**src/rtl/bswap_pkg.sv**
```systemverilog
package bswap_pkg;

    typedef enum logic [1:0] {
        OP_REV  = 2'b00,
        OP_PAIR = 2'b01,
        OP_HALF = 2'b10,
        OP_PASS = 2'b11
    } swap_op_e;

    typedef struct packed {
        logic z;
        logic s;
        logic cy;
        logic ov;
    } swap_flags_t;

endpackage

```
**src/rtl/bswap_permute.sv**
```systemverilog
module bswap_permute
    import bswap_pkg::*;
#(
    parameter int DATA_W = 32
) (
    input  swap_op_e            op,
    input  logic [DATA_W-1:0]   src,
    output logic [DATA_W-1:0]   res
);
    localparam int LANE_W = 8;
    localparam int NB     = DATA_W / LANE_W;
    localparam int HALF_B = NB / 2;

    logic [DATA_W-1:0] rev_w;
    logic [DATA_W-1:0] pair_w;
    logic [DATA_W-1:0] half_w;

    for (genvar g = 0; g < NB; g++) begin : g_lane
        assign rev_w [g*LANE_W +: LANE_W] = src[(NB-1-g)*LANE_W +: LANE_W];
        assign pair_w[g*LANE_W +: LANE_W] = src[(g^1)*LANE_W +: LANE_W];
        assign half_w[g*LANE_W +: LANE_W] = src[((g+HALF_B)%NB)*LANE_W +: LANE_W];
    end

    always_comb begin
        unique case (op)
            OP_REV:  res = rev_w;
            OP_PAIR: res = pair_w;
            OP_HALF: res = half_w;
            default: res = src;
        endcase
    end

endmodule

```
**src/rtl/bswap_flags.sv**
```systemverilog
module bswap_flags
    import bswap_pkg::*;
#(
    parameter int DATA_W = 32
) (
    input  swap_op_e            op,
    input  logic [DATA_W-1:0]   res,
    output swap_flags_t         flg
);
    localparam int LANE_W = 8;
    localparam int NB     = DATA_W / LANE_W;
    localparam int HALF_B = NB / 2;

    logic [NB-1:0] byte_zero;

    for (genvar g = 0; g < NB; g++) begin : g_bz
        assign byte_zero[g] = (res[g*LANE_W +: LANE_W] == '0);
    end

    logic lo_half_zero;
    logic hi_half_zero;
    assign lo_half_zero = &byte_zero[HALF_B-1:0];
    assign hi_half_zero = &byte_zero[NB-1:HALF_B];

    always_comb begin
        flg = '0;
        unique case (op)
            OP_REV: begin
                flg.z  = &byte_zero;
                flg.s  = res[DATA_W-1];
                flg.cy = |byte_zero;
            end
            OP_PAIR: begin
                flg.z  = &byte_zero;
                flg.s  = res[DATA_W-1];
                flg.cy = byte_zero[0];
            end
            OP_HALF: begin
                flg.z  = &byte_zero;
                flg.s  = res[DATA_W-1];
                flg.cy = lo_half_zero | hi_half_zero;
            end
            default: flg = '0;
        endcase
    end

endmodule

```
**src/rtl/bswap_outstage.sv**
```systemverilog
module bswap_outstage
    import bswap_pkg::*;
#(
    parameter int DATA_W     = 32,
    parameter bit REGISTERED = 1'b1
) (
    input  logic                clk,
    input  logic                rst_n,
    input  logic                in_valid,
    input  logic [DATA_W-1:0]   res_d,
    input  swap_flags_t         flg_d,
    output logic                out_valid,
    output logic [DATA_W-1:0]   res_q,
    output swap_flags_t         flg_q
);
    if (REGISTERED) begin : g_reg
        always_ff @(posedge clk or negedge rst_n) begin
            if (!rst_n) begin
                out_valid <= 1'b0;
                res_q     <= '0;
                flg_q     <= '0;
            end else begin
                out_valid <= in_valid;
                if (in_valid) begin
                    res_q <= res_d;
                    flg_q <= flg_d;
                end
            end
        end

        AST_VALID_DELAY: assert property (@(posedge clk) disable iff (!rst_n)
            out_valid == $past(in_valid));

        AST_HOLD_IDLE: assert property (@(posedge clk) disable iff (!rst_n)
            !$past(in_valid) |-> ($stable(res_q) && $stable(flg_q)));
    end else begin : g_comb
        assign out_valid = in_valid;
        assign res_q     = res_d;
        assign flg_q     = flg_d;
    end

endmodule

```
**src/rtl/bswap_unit.sv**
```systemverilog
module bswap_unit
    import bswap_pkg::*;
#(
    parameter int DATA_W     = 32,
    parameter bit REGISTERED = 1'b1
) (
    input  logic                clk,
    input  logic                rst_n,
    input  logic                in_valid,
    input  logic [1:0]          op_sel,
    input  logic [DATA_W-1:0]   src,
    output logic                out_valid,
    output logic [DATA_W-1:0]   result,
    output logic                flag_z,
    output logic                flag_s,
    output logic                flag_cy,
    output logic                flag_ov
);
    localparam int HW = DATA_W / 2;

    swap_op_e          op_e;
    logic [DATA_W-1:0] perm_res;
    swap_flags_t       nxt_flg;
    swap_flags_t       out_flg;

    assign op_e = swap_op_e'(op_sel);

    bswap_permute #(.DATA_W(DATA_W)) u_perm (
        .op  (op_e),
        .src (src),
        .res (perm_res)
    );

    bswap_flags #(.DATA_W(DATA_W)) u_flags (
        .op  (op_e),
        .res (perm_res),
        .flg (nxt_flg)
    );

    bswap_outstage #(.DATA_W(DATA_W), .REGISTERED(REGISTERED)) u_out (
        .clk       (clk),
        .rst_n     (rst_n),
        .in_valid  (in_valid),
        .res_d     (perm_res),
        .flg_d     (nxt_flg),
        .out_valid (out_valid),
        .res_q     (result),
        .flg_q     (out_flg)
    );

    assign flag_z  = out_flg.z;
    assign flag_s  = out_flg.s;
    assign flag_cy = out_flg.cy;
    assign flag_ov = out_flg.ov;

    AST_NO_OVERFLOW: assert property (@(posedge clk) disable iff (!rst_n)
        !flag_ov);

    AST_ZERO_TRACK: assert property (@(posedge clk) disable iff (!rst_n)
        (op_e != OP_PASS) |-> (nxt_flg.z == (perm_res == '0)));

    AST_SIGN_TRACK: assert property (@(posedge clk) disable iff (!rst_n)
        (op_e != OP_PASS) |-> (nxt_flg.s == perm_res[DATA_W-1]));

    AST_PASS_CLEAR: assert property (@(posedge clk) disable iff (!rst_n)
        (op_e == OP_PASS) |-> (nxt_flg == '0 && perm_res == src));

    AST_HALF_CARRY: assert property (@(posedge clk) disable iff (!rst_n)
        (op_e == OP_HALF) |->
        (nxt_flg.cy == ((perm_res[DATA_W-1:HW] == '0) || (perm_res[HW-1:0] == '0))));

    AST_PAIR_CARRY: assert property (@(posedge clk) disable iff (!rst_n)
        (op_e == OP_PAIR) |-> (nxt_flg.cy == (src[15:8] == 8'h00)));

endmodule

```
**config.mk**
```make
export PLATFORM = sky130hd
export DESIGN_NAME = bswap_unit
export DESIGN_NICKNAME = d
export VERILOG_FILES = /design/src/rtl/bswap_pkg.sv /design/src/rtl/bswap_permute.sv /design/src/rtl/bswap_flags.sv /design/src/rtl/bswap_outstage.sv /design/src/rtl/bswap_unit.sv
export SDC_FILE = /design/constraint.sdc
export NUM_CORES = 1
export LEC_CHECK = 0
export ABC_CLOCK_PERIOD_IN_PS = 2000
export BUFFER_PORTS_ARGS = -buffer_cell sky130_fd_sc_hd__buf_4
export CAP_MARGIN = 20
export CELL_PAD_IN_SITES_DETAIL_PLACEMENT = 1
export CELL_PAD_IN_SITES_GLOBAL_PLACEMENT = 1
export CORE_ASPECT_RATIO = 0.6
export CORE_MARGIN = 3
export CORE_UTILIZATION = 45
export CTS_CLUSTER_DIAMETER = 150
export CTS_CLUSTER_SIZE = 28
export DETAILED_ROUTE_END_ITERATION = 16
export PLACE_DENSITY_LB_ADDON = 0.1
export RECOVER_POWER = 50
export SLEW_MARGIN = 25
export SYNTH_ARGS = -nofsm -noshare
export SYNTH_HDL_FRONTEND = slang
export SYNTH_SLANG_ARGS = --single-unit
```
**constraint.sdc**
```tcl
create_clock -name clk -period 2 [get_ports clk]
set_clock_uncertainty 0.05 [all_clocks]
set_input_delay 0.6 -clock clk [delete_from_list [all_inputs] [get_ports clk]]
set_output_delay 0.6 -clock clk [all_outputs]
set_load 0.005 [all_outputs]
```
After elaboration in Yosys (flattened, before gate mapping):

Cells that the tools add are included.

* bits in registers: 36
* input port bits: 37
* output and inout port bits: 37
* word-level logic and storage cells: 19

* eq/ne operators: 2
* muxes and demuxes: 2
* bitwise logic cells: 1
* reduce and logical (&&, ||, !) cells: 9

Operators with widths (number)
* one-hot mux 32 bit (3 select lines): 1
* logical NOT 8 bit: 4
* one-hot mux 3 bit (3 select lines): 1
* AND reduction 2 bit: 2
* AND reduction 4 bit: 1
* OR reduction 4 bit: 1
* == test 2 x 1 -> 1 bit (second input constant): 1
* == test 2 bit (second input constant): 1
* logical NOT 2 bit: 1
* OR 1 bit: 1

Logic depth before layout (Yosys ltp):

* depth in word-level cells: 6
* depth in mapped cells: 8
* mapped depth without buffers: 5

By module:

Synthesis repeated with hierarchy kept, for this count alone.

* cells, all modules: 141
* area total of the unflattened synthesis: 2512.4 sq um

By module, submodules not included
* bswap_outstage: times used 1, cells each 77, area an instance 1515.2 sq um, sequential area each 925.9 sq um
* bswap_permute: times used 1, cells each 40, area an instance 835.8 sq um, sequential area each 0.0 sq um
* bswap_flags: times used 1, cells each 24, area an instance 161.4 sq um, sequential area each 0.0 sq um

Least setup slack after synthesis:

Ideal clock, no wire load.

* kind: input -> register
* start: in op_sel[0]
* end: reg u_out.flg_q[1] (netlist name)
* library setup time: 66 ps
* arrival: 2167 ps
* data required time: 1884 ps
* slack: -283 ps
* cell stages on the path: 7
* path buffers: 2
* cells stage by stage: buf_6 > buf_12 > mux4_2 > nor4_2 > and4_1 > o2111a_1 > a221o_1

* word-level cells in the longest chain between the ends: 6
* elaborated cells on any way between the ends: 13
* classes of those cells: eq/ne (2); mux (2); bitwise (1); reduce/logical (8)

Ends and longest elaborated chain
* start: declaration: RTL line bswap_unit.sv:10 `input logic [1:0] op_sel,`
* == test 2 bit, or another cell as far along: RTL line bswap_permute.sv:25, bswap_flags.sv:27
* one-hot mux 32 bit (3 select lines): RTL line bswap_permute.sv:25 `unique case (op)`
* logical NOT 8 bit: RTL line bswap_flags.sv:17 `assign byte_zero[g] = (res[g*LANE_W +: LANE_W] == '0);`
* AND reduction 2 bit (on tied branches): RTL line bswap_flags.sv:22, bswap_flags.sv:23
* OR 1 bit: RTL line bswap_flags.sv:41 `flg.cy = lo_half_zero | hi_half_zero;`
* one-hot mux 3 bit (3 select lines) (*): RTL line bswap_flags.sv:27 `unique case (op)`
* end signal: assignment: RTL line bswap_outstage.sv:26 `flg_q <= flg_d;`
* end: declaration: RTL line bswap_outstage.sv:14 `output swap_flags_t flg_q`

Mark *: on every way between the ends. The rest lies on a longest branch, timed or not.
A chain may end at the register's enable or synchronous reset.

Worst setup path after layout:

* start: in op_sel[0]
* end: reg u_out.flg_q[3] (netlist name)

* word-level cells in the longest chain between the ends: 5
* elaborated cells on any way between the ends: 10
* classes of those cells: eq/ne (2); mux (2); reduce/logical (6)

Ends and longest elaborated chain (RTL line)
* == test 2 bit, or another cell as far along: bswap_permute.sv:25, bswap_flags.sv:27
* one-hot mux 32 bit (3 select lines): bswap_permute.sv:25
* logical NOT 8 bit: bswap_flags.sv:17
* AND reduction 4 bit: bswap_flags.sv:29, bswap_flags.sv:34, bswap_flags.sv:39
* one-hot mux 3 bit (3 select lines) (*): bswap_flags.sv:27

Marks and branches as above.

==> results.yml <==
routing:
  postRouteAntennaNets: 0
  first_pass_iters: 4
  dr.first_iter.drc_count: 104
  vias_per_cell: 6.21
  drt-total-wl_microns: 8550
  vias: 1961
  drc: 0
  wl_per_cell_microns: 27.1
timing:
  max_clock_freq_mhz: 434
  drv_slew: 0
  relSlewSlack_pct: 34.9
  tightest_slew_ns: 0.976
  setup_viol: 2
  rsz0062_at_grt: "true"
  hold_viol: 0
  whs_ns: 0.402
  fin_tns_setup_ns: -0.564
  period_needed_ns: 2.31
  worst_slack_ns: -0.305
  fin_crit_sh_pct: 115
yosys:
  synth_mux_area_share_pct: 47.9
  synthCells: 143
  avgSynthCellArea_sq_um: 16.4
  synthesis.nets: 180
  ys_seq_area_share_pct: 38.5
  yosys.area_share.simple_pct: 6.15
  synth-seq-cells: 36
  synth_fa_ha_area_share_pct: 0
  synth_top_family_by_area: "multiplexers"
  synth_cell_type_count: 26
  ys_warn_count: 0
  synth-compound-area-share_pct: 1.92
  synthXorXnorAreaFrac_pct: 0
  syn_area_sq_mm: 0.00234
die:
  die_area_sq_mm: 0.00613
  initial_core_util_pct: 49.0
  std_cell_rows: 19
  core_sq_mm: 0.00478
  die_h_microns: 61.9
  die_x_microns: 99.1
  io_pins: 74
clock_network:
  cts_hold_buf: 0
  cts.clk_slew.worst_paths_ns: 0.07
  clk_latency_ns: 0.29
  cts_root_buffer: "clkbuf_8"
  cts_inserted_buffers: 5
  clk_path_buf_depth: 2
  cts_tree: "done"
  cts.sinks: 36
  cts.htree.levels: 2
worst_setup_path:
  r2r_start: "u_out.flg_q[1]"
  critPathLaunchType: "input port"
  end_kind: "flip-flop"
  startpoint: "op_sel[0]"
  worstPathMaxFanout: 6
  crit_required_ns: 2.16
  crit_type: "input port to flip-flop"
  arrival_ns: 2.46
place:
  place_congestion: 0.854
  post-place-ws_ns: -0.803
  port_buffers: 72
  placed_cell_area_sq_mm: 0.00309
  dp_hpwl_microns: 5150
  dpl.cell_count: 296
finish:
  postLayoutCellArea_sq_mm: 0.00342
  n_antenna_cell: 0
  post-route-util_pct: 71.5
  fin_cells: 316
  nets: 290
  area_growth_pct: 46.0
  drive_above_1_share_pct: 76.7
worst_hold_path:
  hp-class: "input port to async pin"
global_route:
  grt_pass1_vias: 2112
  grt_max_degree: 40
  grt_overflow: 0
  track_usage_pct: 26.8
  grt_pass1_wl_microns: 12100
  antenna_found_initial: 0
power:
  power_mw: 2.25
  ir_drop_uv: 324
  p_leak_nw: 1.48
  power_density_mw_per_mm2: 658
run:
  drv_cap: 0
status:
  violations: "setup timing"
  status: "finished, violations left"
-- per-layer routing --
| metal | share of wire (%) | track usage (%) | up-vias |
|---|---|---|---|
| met3 | 6.1 | 6.02 | 25 |
| met4 | 2.8 | 9.53 | 2 |
| met1 | 40 | 32.8 | 1028 |
| li1 | - | - | 802 |
| met5 | 0.54 | 5.38 | - |
| met2 | 50 | 47.8 | 104 |
-- final timing paths --
check,endpoint,slack (ns),cells after the start
setup / recovery,u_out.flg_q[3],-0.31,9
hold / removal,u_out.res_q[7],0.40,1
setup reg to reg,u_out.flg_q[1],1.03,1
hold reg to reg,u_out.res_q[8],0.46,1
max in group asynchronous,u_out.res_q[29],0.89,1
min in group clk,u_out.res_q[8],0.46,1
-- timing repair --
action / 4_1_cts / 5_1_grt
gates resized for setup: 21 / 10
setup endpoints to repair: 2 / 2
cloned: 1 / 0
setup buffers: 6 / 6
pin swaps: 4 / 5
-- placed cells by master, fill, tap and decap left out, drive strengths merged --
master  synthesis  final
a211oi          1      1
a21oi           1      1
a221o           1      1
a31oi           1      1
and4            2      2
buf             9    115
clkbuf          4      8
conb            1      1
dfrtp          36     36
inv             3      3
mux2           32     32
mux2i           1      1
mux4           32     32
nand2           5      5
nand4           2      2
nor2            2      2
nor4            8      8
o2111a          1      1
o21ai           1      1
-- cell usage after synthesis --
library cell / number / area (sq um)
buf_12: 1 / 20.0
a31oi_1: 1 / 6.26
buf_6: 3 / 33.8
nor4_2: 6 / 75.1
a211oi_1: 1 / 7.51
nor2_1: 2 / 7.51
buf_4: 3 / 22.5
and4_1: 2 / 17.5
nor4_1: 2 / 12.5
clkbuf_4: 1 / 7.51
mux4_2: 24 / 541
dfrtp_1: 36 / 901
mux4_1: 8 / 210
a21oi_1: 1 / 5.00
a221o_1: 1 / 10.0
o21ai_1: 1 / 5.00
conb_1: 1 / 3.75
clkbuf_1: 3 / 11.3
buf_8: 1 / 15.0
mux2_2: 32 / 360
buf_2: 1 / 5.00
nand2_1: 5 / 18.8
mux2i_1: 1 / 10.0
o2111a_1: 1 / 11.3
inv_1: 3 / 11.3
nand4_1: 2 / 12.5
-- cell type report --
type                    instances  area [sq um]
clock buffers                   7          96.3
fillers                       445          1360
inverters                       3          11.3
multi-input cells              91          1370
flip-flops and latches         36           901
well taps                      63          78.8
repair buffers                116           961
-- kinds of logic (layout without fill, tap and decap cells) --
kind of cell,Yosys count,after routing
other cells,1,1
simple gates,19,19
mux,65,65
compound gates,6,6
buf+inv,16,126
flops,36,36
-- where the power goes --
| part | switching, mW | total [mW] | leakage, nW | internal [mW] |
|---|---|---|---|---|
| Sequential | 0.0645 | 0.893 | 0.425 | 0.829 |
| Combinational | 0.325 | 0.776 | 1.01 | 0.451 |
| Clock | 0.272 | 0.579 | 0.0503 | 0.307 |
| Total | 0.662 | 2.25 | 1.48 | 1.59 |
-- flip-flops by register name (all words and copies together) (netlist names) --
signal           cells
u_out.flg_q          3
u_out.out_valid      1
u_out.res_q         32
-- worst max-delay path: stages --
cell	delay, ns
buf_12	0.11
buf_6	0.11
buf_6	0.10
mux4_2	0.55
nor4_4	0.34
and4_1	0.26
buf_4	0.11
nand4_1	0.11
o21ai_1	0.15
No activity file was read; power rests on OpenSTA's default activity.
